[src/rtl/gpio_bank_pkg.sv]
package gpio_bank_pkg;

   localparam int unsigned GB_ADDR_W = 2;

   typedef enum logic [GB_ADDR_W-1:0] {
      GB_REG_LEVEL = 2'd0,
      GB_REG_DIR   = 2'd1,
      GB_REG_MASK  = 2'd2,
      GB_REG_UPD   = 2'd3
   } gb_reg_e;

   typedef struct packed {
      logic level;
      logic dir;
      logic mask;
      logic upd;
   } gb_wr_t;

endpackage

[src/rtl/gpio_bus_front.sv]
module gpio_bus_front
   import gpio_bank_pkg::*;
(
   input  logic                 cyc,
   input  logic                 stb,
   input  logic                 we,
   input  logic [GB_ADDR_W-1:0] adr,
   output logic                 ack,
   output gb_wr_t               wr
);

   logic access;
   logic wr_any;

   assign access = cyc & stb;
   assign wr_any = access & we;
   assign ack    = access;

   always_comb begin
      wr = '0;
      if (wr_any) begin
         unique case (gb_reg_e'(adr))
            GB_REG_LEVEL: wr.level = 1'b1;
            GB_REG_DIR:   wr.dir   = 1'b1;
            GB_REG_MASK:  wr.mask  = 1'b1;
            GB_REG_UPD:   wr.upd   = 1'b1;
            default:      wr       = '0;
         endcase
      end
   end

endmodule

[src/rtl/gpio_reg_bank.sv]
module gpio_reg_bank
   import gpio_bank_pkg::*;
#(
   parameter int unsigned WIDTH    = 8,
   parameter logic [WIDTH-1:0] OUT_RST  = '0,
   parameter logic [WIDTH-1:0] DIR_RST  = '0,
   parameter logic [WIDTH-1:0] MASK_RST = '0
) (
   input  logic             clk,
   input  logic             rst,
   input  gb_wr_t           wr,
   input  logic [WIDTH-1:0] wdata,
   output logic [WIDTH-1:0] out_q,
   output logic [WIDTH-1:0] dir_q,
   output logic [WIDTH-1:0] mask_q
);

   logic [WIDTH-1:0] out_d;

   always_comb begin
      out_d = out_q;
      if (wr.level)
         out_d = wdata;
      else if (wr.upd)
         out_d = (out_q & ~mask_q) | (wdata & mask_q);
   end

   always_ff @(posedge clk) begin
      if (rst) begin
         out_q  <= OUT_RST;
         dir_q  <= DIR_RST;
         mask_q <= MASK_RST;
      end else begin
         out_q <= out_d;
         if (wr.dir)  dir_q  <= wdata;
         if (wr.mask) mask_q <= wdata;
      end
   end

endmodule

[src/rtl/gpio_pad_model.sv]
module gpio_pad_model #(
   parameter int unsigned WIDTH = 8
) (
   input  logic [WIDTH-1:0] out_v,
   input  logic [WIDTH-1:0] oe_v,
   input  logic [WIDTH-1:0] in_v,
   output logic [WIDTH-1:0] level
);

   for (genvar i = 0; i < WIDTH; i++) begin : g_pin
      assign level[i] = oe_v[i] ? out_v[i] : in_v[i];
   end

endmodule

[src/rtl/gpio_read_mux.sv]
module gpio_read_mux
   import gpio_bank_pkg::*;
#(
   parameter int unsigned WIDTH = 8
) (
   input  logic [GB_ADDR_W-1:0] adr,
   input  logic [WIDTH-1:0]     level,
   input  logic [WIDTH-1:0]     dir_q,
   input  logic [WIDTH-1:0]     mask_q,
   output logic [WIDTH-1:0]     rdata
);

   always_comb begin
      unique case (gb_reg_e'(adr))
         GB_REG_LEVEL: rdata = level;
         GB_REG_DIR:   rdata = dir_q;
         GB_REG_MASK:  rdata = mask_q;
         default:      rdata = '0;
      endcase
   end

endmodule

[src/rtl/gpio_bank_slave.sv]
module gpio_bank_slave
   import gpio_bank_pkg::*;
#(
   parameter int unsigned WIDTH = 8
) (
   input  logic                 clk,
   input  logic                 rst,
   input  logic                 bus_cyc,
   input  logic                 bus_stb,
   input  logic                 bus_we,
   input  logic [GB_ADDR_W-1:0] bus_adr,
   input  logic [WIDTH-1:0]     bus_wdata,
   output logic [WIDTH-1:0]     bus_rdata,
   output logic                 bus_ack,
   output logic                 bus_err,
   output logic                 bus_rty,
   output logic                 bus_stall,
   output logic [WIDTH-1:0]     pin_out,
   output logic [WIDTH-1:0]     pin_oe,
   input  logic [WIDTH-1:0]     pin_in
);

   localparam int unsigned MAX_WIDTH = 64;

   if (WIDTH < 1 || WIDTH > MAX_WIDTH) begin : g_width_bad
      $error("gpio_bank_slave: WIDTH must lie in 1..64");
   end

   gb_wr_t           wr;
   logic [WIDTH-1:0] out_q;
   logic [WIDTH-1:0] dir_q;
   logic [WIDTH-1:0] mask_q;
   logic [WIDTH-1:0] level;

   gpio_bus_front u_front (
      .cyc (bus_cyc),
      .stb (bus_stb),
      .we  (bus_we),
      .adr (bus_adr),
      .ack (bus_ack),
      .wr  (wr)
   );

   gpio_reg_bank #(.WIDTH(WIDTH)) u_regs (
      .clk    (clk),
      .rst    (rst),
      .wr     (wr),
      .wdata  (bus_wdata),
      .out_q  (out_q),
      .dir_q  (dir_q),
      .mask_q (mask_q)
   );

   gpio_pad_model #(.WIDTH(WIDTH)) u_pads (
      .out_v (out_q),
      .oe_v  (dir_q),
      .in_v  (pin_in),
      .level (level)
   );

   gpio_read_mux #(.WIDTH(WIDTH)) u_rmux (
      .adr    (bus_adr),
      .level  (level),
      .dir_q  (dir_q),
      .mask_q (mask_q),
      .rdata  (bus_rdata)
   );

   assign pin_out   = out_q;
   assign pin_oe    = dir_q;
   assign bus_err   = 1'b0;
   assign bus_rty   = 1'b0;
   assign bus_stall = 1'b0;

endmodule

[config.mk]
export PLATFORM = sky130hd
export DESIGN_NAME = gpio_bank_slave
export DESIGN_NICKNAME = d
export VERILOG_FILES = /design/src/rtl/gpio_bank_pkg.sv /design/src/rtl/gpio_bus_front.sv /design/src/rtl/gpio_reg_bank.sv /design/src/rtl/gpio_pad_model.sv /design/src/rtl/gpio_read_mux.sv /design/src/rtl/gpio_bank_slave.sv
export SDC_FILE = /design/constraint.sdc
export NUM_CORES = 1
export LEC_CHECK = 0
export BUFFER_PORTS_ARGS = -buffer_cell sky130_fd_sc_hd__buf_2
export CAP_MARGIN = 20
export CORE_UTILIZATION = 49
export CTS_CLUSTER_SIZE = 30
export DETAILED_ROUTE_END_ITERATION = 12
export PLACE_DENSITY = 0.79
export SLEW_MARGIN = 20
export SYNTH_ARGS = -nofsm -noshare
export SYNTH_HDL_FRONTEND = slang
export SYNTH_HIERARCHICAL = 1
export SYNTH_SLANG_ARGS = --single-unit
[constraint.sdc]
create_clock -name clk -period 1.1 [get_ports clk]
set_input_delay 0.11 -clock clk [delete_from_list [all_inputs] [get_ports clk]]
set_output_delay 0.11 -clock clk [all_outputs]
set_load 0.01 [all_outputs]
==> flow_metrics.py, run 1 <==
metrics = {
    "outcome": {
        "run_status": "finished, violations left",
        "violations": "setup timing",
    },
    "drt": {
        "drcViolationCount": 0,
        "via_per_inst": 5.06,
        "detail-route-antenna-nets": 0,
        "detailroute.via_count": 1174,
        "average_wire_per_standard_cell_um": 13.5,
        "drt_iter0_markers": 34,
        "drt-total-wl_mm": 3.13,
        "firstDrtPassIters": 4,
    },
    "floorplanning": {
        "floorplan.rows": 19,
        "die_height_um": 56.0,
        "placeableCoreArea_um2": 2760,
        "width_of_the_chip_um": 56.0,
        "number_of_top_level_pins": 51,
        "starting_density_of_the_core": 0.519,
        "fp.dieArea_um2": 3140,
    },
    "sta": {
        "min_period_ps": 1440,
        "tightestPinTransition_ps": 521,
        "fmaxAchievable_mhz": 694,
        "timing_max_transition_violations_final": 0,
        "finalHoldWorstSlack_ps": 61.7,
        "timing.final.crit_share": 1.31,
        "maxSlewHeadroom": 0.651,
        "fin_worst_skew_ps": 1.95,
        "grt_setup_unrepaired": "true",
        "hold_viol": 0,
        "postLayoutSetupSlackWorst_ps": -340,
        "setup_violations": 8,
    },
    "layout": {
        "layout.core_utilization": 0.680,
        "syn_to_final_growth_pct": 31.1,
        "antenna_cells_inserted": 0,
        "n_fill_cell": 210,
        "layout-drive-gt1-share": 0.527,
        "nNetsFinal": 225,
    },
    "power": {
        "power.density_cell_area_nw_per_um2": 874,
        "power.ir.vdd_worst_uv": 740,
        "power.leakage_nw": 0.937,
    },
    "yosys": {
        "synthSimpleGateAreaFrac": 0.189,
        "synthesis.area_um2": 1430,
        "combinational_family_with_the_most_area_after_synthesis": "multiplexers",
        "synth.mux.area_fraction": 0.308,
        "yosysSeqAreaShare": 0.336,
        "area_fraction_in_compound_gates_after_synthesis": 0.0770,
        "yosys.area_share.xor_xnor": 0,
        "ys_ff_latch": 24,
        "synthCells": 135,
        "syn_avg_cell_area_um2": 10.6,
        "ys_warn_count": 6,
        "synth-adder-area-share": 0,
        "synth_cell_type_count": 19,
    },
    "setup_path": {
        "worst-path-buf-inv": 1,
        "critPathMaxFanout": 2,
        "crit_path_cell_trace": "mux2_4 -> mux2i_1 -> o2bb2ai_1 -> buf_2",
        "critPathTopFamily": "multiplexers",
        "timing.setup.critical_path_class": "reg2out",
        "critPathRequiredTime_ps": 990,
        "critPathMaxStageDelay_ps": 360,
        "timing.critical_path.slowest_stage_cell": "dfxtp_2",
        "critPathCaptureType": "output pin",
        "timing.critical_path.arrival_ps": 1330,
        "critPathLaunchType": "flip-flop",
    },
    "hold_path": {
        "hold_path_class": "in2reg",
    },
    "clock_tree": {
        "clock_insertion_delay_worst_skew_ps": 310,
        "clkSinkCount": 24,
        "tritoncts.num_buffers": 3,
        "clkSlewWorstSetupHoldPaths_ps": 120,
        "cts_max_path_buffers": 2,
        "tritoncts": "done",
        "clock_tree.root_cell": "clkbuf_4",
        "hold_buffers": 0,
        "cts_max_level": 1,
    },
    "grt": {
        "track_usage": 0.205,
        "number_of_global_route_vias_before_repair": 1129,
        "grt_antenna_before_repair": 0,
        "grt_first_pass_wirelength_mm": 5.13,
        "grt-ovfl-total": 0,
        "grt_start_max_net_pins": 27,
    },
    "flow_run": {
        "max_cap_viol_count": 0,
    },
    "place": {
        "routability_driven_placement_congestion_ratio": 0.774,
        "io_buffers": 47,
        "detailed_place_hpwl_mm": 2.43,
    },
}
[worst min-delay path: cells and delay by family]
| kind | cells | cell delay, ps |
|---|---|---|
| mux | 1 | 50 |
| simple gates | 1 | 60 |
| buf+inv | 1 | 110 |
[what timing repair did]
item,in CTS,in global routing
resized for setup,8,3
setup endpoints to repair,8,8
setup buffers,0,1
pin swaps,8,0
[layer usage]
metal	track usage	wire [um]
met5	0	0
met4	0.0523	28
met3	0.0209	134
met2	0.352	1510
met1	0.276	1450
[cells in the mapped netlist]
cell       instances  area, um2
o2bb2ai_1          8       70.1
dfxtp_1           24        480
buf_6              7       78.8
nand4_1            1       6.26
nand2b_2           3       26.3
nand2b_4           7       96.3
nor2b_4            1       13.8
conb_1             1       3.75
nor2_1            18       67.6
buf_4              5       37.5
nand2b_1           6       37.5
a21oi_1            8       40.0
mux2_4             8        120
clkbuf_2           1       5.00
nand3_1            1       5.00
mux2i_1           32        320
nor3_1             2       10.0
inv_1              1       3.75
and2_2             1       7.51
[power by group]
group,switching (W),total [W],internal [W]
registers,0.00000888,0.000890,0.000881
logic,0.000135,0.000297,0.000162
clock network,0.000250,0.000452,0.000202
total,0.000394,0.00164,0.00125
[final cells by class]
type | count | area, um2 | share of cell area
inverters | 1 | 3.75 | 0.00200
repair buffers | 73 | 469 | 0.250
multi-input cells | 99 | 837 | 0.446
clock buffers | 4 | 36.3 | 0.0193
well taps | 31 | 38.8 | 0.0207
flip-flops and latches | 24 | 490 | 0.262
[kinds of logic after synthesis]
kind of cell,after synthesis
multiplexers,40
AND/OR/NAND/NOR,40
flip-flops,24
AO/OA/AOI/OAI,16
buffers and inverters,14
other,1
[path summary, 6_finish.rpt]
| check | start | endpoint | slack (ps) | depth (start not counted) |
|---|---|---|---|---|
| setup / recovery | u_regs/dir_q[0] | bus_rdata[0] | -340 | 4 |
| hold / removal | bus_wdata[7] | flip-flop | 60 | 3 |
| setup reg to reg | u_regs/dir_q[3] | u_regs/dir_q[3] | 270 | 4 |
| hold reg to reg | flip-flop | flip-flop | 510 | 2 |
[per-stage QoR]
step / cell area [um2] / instances / setup TNS, ps / power, W / setup WS, ps
final: 1880 / 232 / -2450 / 0.00164 / -340
after global routing: 1880 / 232 / -3020 / 0.00171 / -410
after global placement: 1810 / 227 / -645 / 0.00119 / -86.7
after detailed placement: 1810 / 227 / -824 / 0.00120 / -102
after CTS: 1850 / 231 / -2560 / 0.00166 / -358
after floorplan: 1440 / 137 / 0 / 0.00109 / 45.0
[placed cells by master (no fill, tap or decap), drive strengths merged]
master,synthesis,layout
o2bb2ai,8,8
nand2b,16,16
nor2,18,18
buf,12,73
mux2,8,8
nand3,1,1
dfxtp,24,24
and2,1,1
clkbuf,1,4
conb,1,3
inv,1,1
a21oi,8,8
nor2b,1,1
mux2i,32,32
nand4,1,1
nor3,2,2
Power figures use the tool's default switching activity.
==> run 2, diff against run 1 <==
- RECOVER_POWER: not set -> 25
==> run 2 against run 1 <==
Compared with the run above:
- the flow still finishes with violations (setup timing)
- utilization is 1.2 points lower
- count of clock-buffer cells in the layout unchanged
- sequential power about the same
- routed wire length is 0.19% lower
- clock skew is essentially flat
- worst setup slack lost 0.58 ps
- combinational power shrank 3%
- via count decreased by 0.34%
- critical path depth is the same
- sequential share of layout area grew 0.46 points
- non-clock buffer count unchanged
- sequential cell count did not move
- critical endpoint unchanged
- largest cell class unchanged
- largest power group unchanged
- highest routed layer unchanged
==> flow_metrics.py, run 2 (synthesis results as in run 1) <==
metrics = {
    "outcome": {
        "run_status": "finished, violations left",
        "violations": "setup timing",
    },
    "place": {
        "dp.cells": 227,
        "place_worst_setup_slack_ps": -102,
        "routability_driven_placement_congestion_ratio": 0.774,
        "dpl_cell_area_um2": 1810,
        "io_buffers": 47,
        "detailed_place_hpwl_mm": 2.43,
    },
    "clock_tree": {
        "cts_max_path_buffers": 2,
        "clkSinkCount": 24,
        "clkSlewWorstSetupHoldPaths_ps": 120,
        "hold_buffers": 0,
        "tritoncts": "done",
        "clock_tree.root_cell": "clkbuf_4",
        "clock_insertion_delay_worst_skew_ps": 310,
        "tritoncts.num_buffers": 3,
        "cts_max_level": 1,
    },
    "layout": {
        "syn_to_final_growth_pct": 28.9,
        "multiInputGateArea_um2": 832,
        "layout-drive-gt1-share": 0.502,
        "most-common-layout-cells": "buf_2 (44), mux2i_1 (32), buf_4 (18), nor2_1 (18), dfxtp_1 (16)",
        "stdcell_count": 232,
        "layout_commonest_cell": "buf_2",
        "postLayoutCellArea_um2": 1840,
        "n_fill_cell": 218,
        "nNetsFinal": 225,
        "seqCellArea_um2": 490,
        "antenna_cells_inserted": 0,
        "layout.core_utilization": 0.668,
    },
    "grt": {
        "grt-ovfl-total": 0,
        "grt_start_max_net_pins": 27,
        "grt_first_pass_wirelength_mm": 5.13,
        "track_usage": 0.205,
        "grt_antenna_before_repair": 0,
        "number_of_global_route_vias_before_repair": 1129,
    },
    "sta": {
        "hold_viol": 0,
        "postLayoutSetupSlackWorst_ps": -341,
        "grt_setup_unrepaired": "true",
        "finalHoldWorstSlack_ps": 61.1,
        "fmaxAchievable_mhz": 694,
        "tightestPinTransition_ps": 521,
        "maxSlewHeadroom": 0.651,
        "fin_worst_skew_ps": 1.74,
        "setup_violations": 8,
        "timing.final.crit_share": 1.31,
        "min_period_ps": 1440,
        "timing_max_transition_violations_final": 0,
    },
    "drt": {
        "via_per_inst": 5.04,
        "average_wire_per_standard_cell_um": 13.5,
        "detailroute.via_count": 1170,
        "drt_iter0_markers": 34,
        "detail-route-antenna-nets": 0,
        "drcViolationCount": 0,
        "drt-total-wl_mm": 3.12,
        "firstDrtPassIters": 4,
    },
    "floorplanning": {
        "floorplan.rows": 19,
        "placeableCoreArea_um2": 2760,
        "fp.dieArea_um2": 3140,
        "number_of_top_level_pins": 51,
        "width_of_the_chip_um": 56.0,
        "starting_density_of_the_core": 0.519,
        "die_height_um": 56.0,
    },
    "setup_path": {
        "critPathRequiredTime_ps": 990,
        "critPathCaptureType": "output pin",
        "timing.setup.critical_path_class": "reg2out",
        "critPathLaunchType": "flip-flop",
        "critPathMaxFanout": 2,
        "timing.critical_path.arrival_ps": 1330,
    },
    "hold_path": {
        "hold_path_class": "in2reg",
    },
    "flow_run": {
        "max_cap_viol_count": 0,
    },
    "power": {
        "power.ir.vdd_worst_uv": 741,
        "power.leakage_nw": 0.914,
        "power.density_cell_area_nw_per_um2": 884,
    },
}
## run 2: power by group
group / internal (W) / switching [W]
logic: 0.000155 / 0.000133
registers: 0.000881 / 0.00000887
clock network: 0.000202 / 0.000251
total: 0.00124 / 0.000393
## run 2: routing by layer
layer / vias up / part of all wire / GRT usage / routed length, um
met5: - / 0 / 0 / 0
met4: 0 / 0.0090 / 0.0523 / 28
met3: 4 / 0.043 / 0.0209 / 135
met2: 38 / 0.48 / 0.352 / 1500
met1: 536 / 0.47 / 0.276 / 1460
li1: 592 / - / - / -
## run 2: repair_timing
item	CTS	global route
setup endpoints to repair	8	8
pin swaps	8	0
gates resized for setup	8	3
buffers inserted	0	1
## run 2: path summary, 6_finish.rpt
kind                                       from               to  slack (ps)  depth (start not counted)
worst max-delay path            u_regs/dir_q[0]     bus_rdata[0]        -340                          4
worst min-delay path               bus_wdata[7]        flip-flop          60                          3
worst max register to register  u_regs/dir_q[3]  u_regs/dir_q[3]         270                          4
worst min register to register        flip-flop        flip-flop         510                          2
## run 2: final cells by class
| class | instances | area share |
|---|---|---|
| multi-input combinational | 99 | 0.451 |
| sequential | 24 | 0.266 |
| timing repair buffer | 73 | 0.240 |
| tap | 31 | 0.0210 |
| clock buffer | 4 | 0.0197 |
| inverter | 1 | 0.00204 |
## run 2: through the flow
stage | TNS [ps] | power (W)
after detailed placement | -824 | 0.00120
after global placement | -645 | 0.00119
after floorplan | 0 | 0.00109
after global routing | -3210 | 0.00170
final | -2450 | 0.00163
after CTS | -2560 | 0.00166
## run 2: critical path, stage by stage, from the launching register on
cell and delay [ps]:
dfxtp_2 360, mux2_4 300, mux2i_1 150, o2bb2ai_1 80, buf_2 140
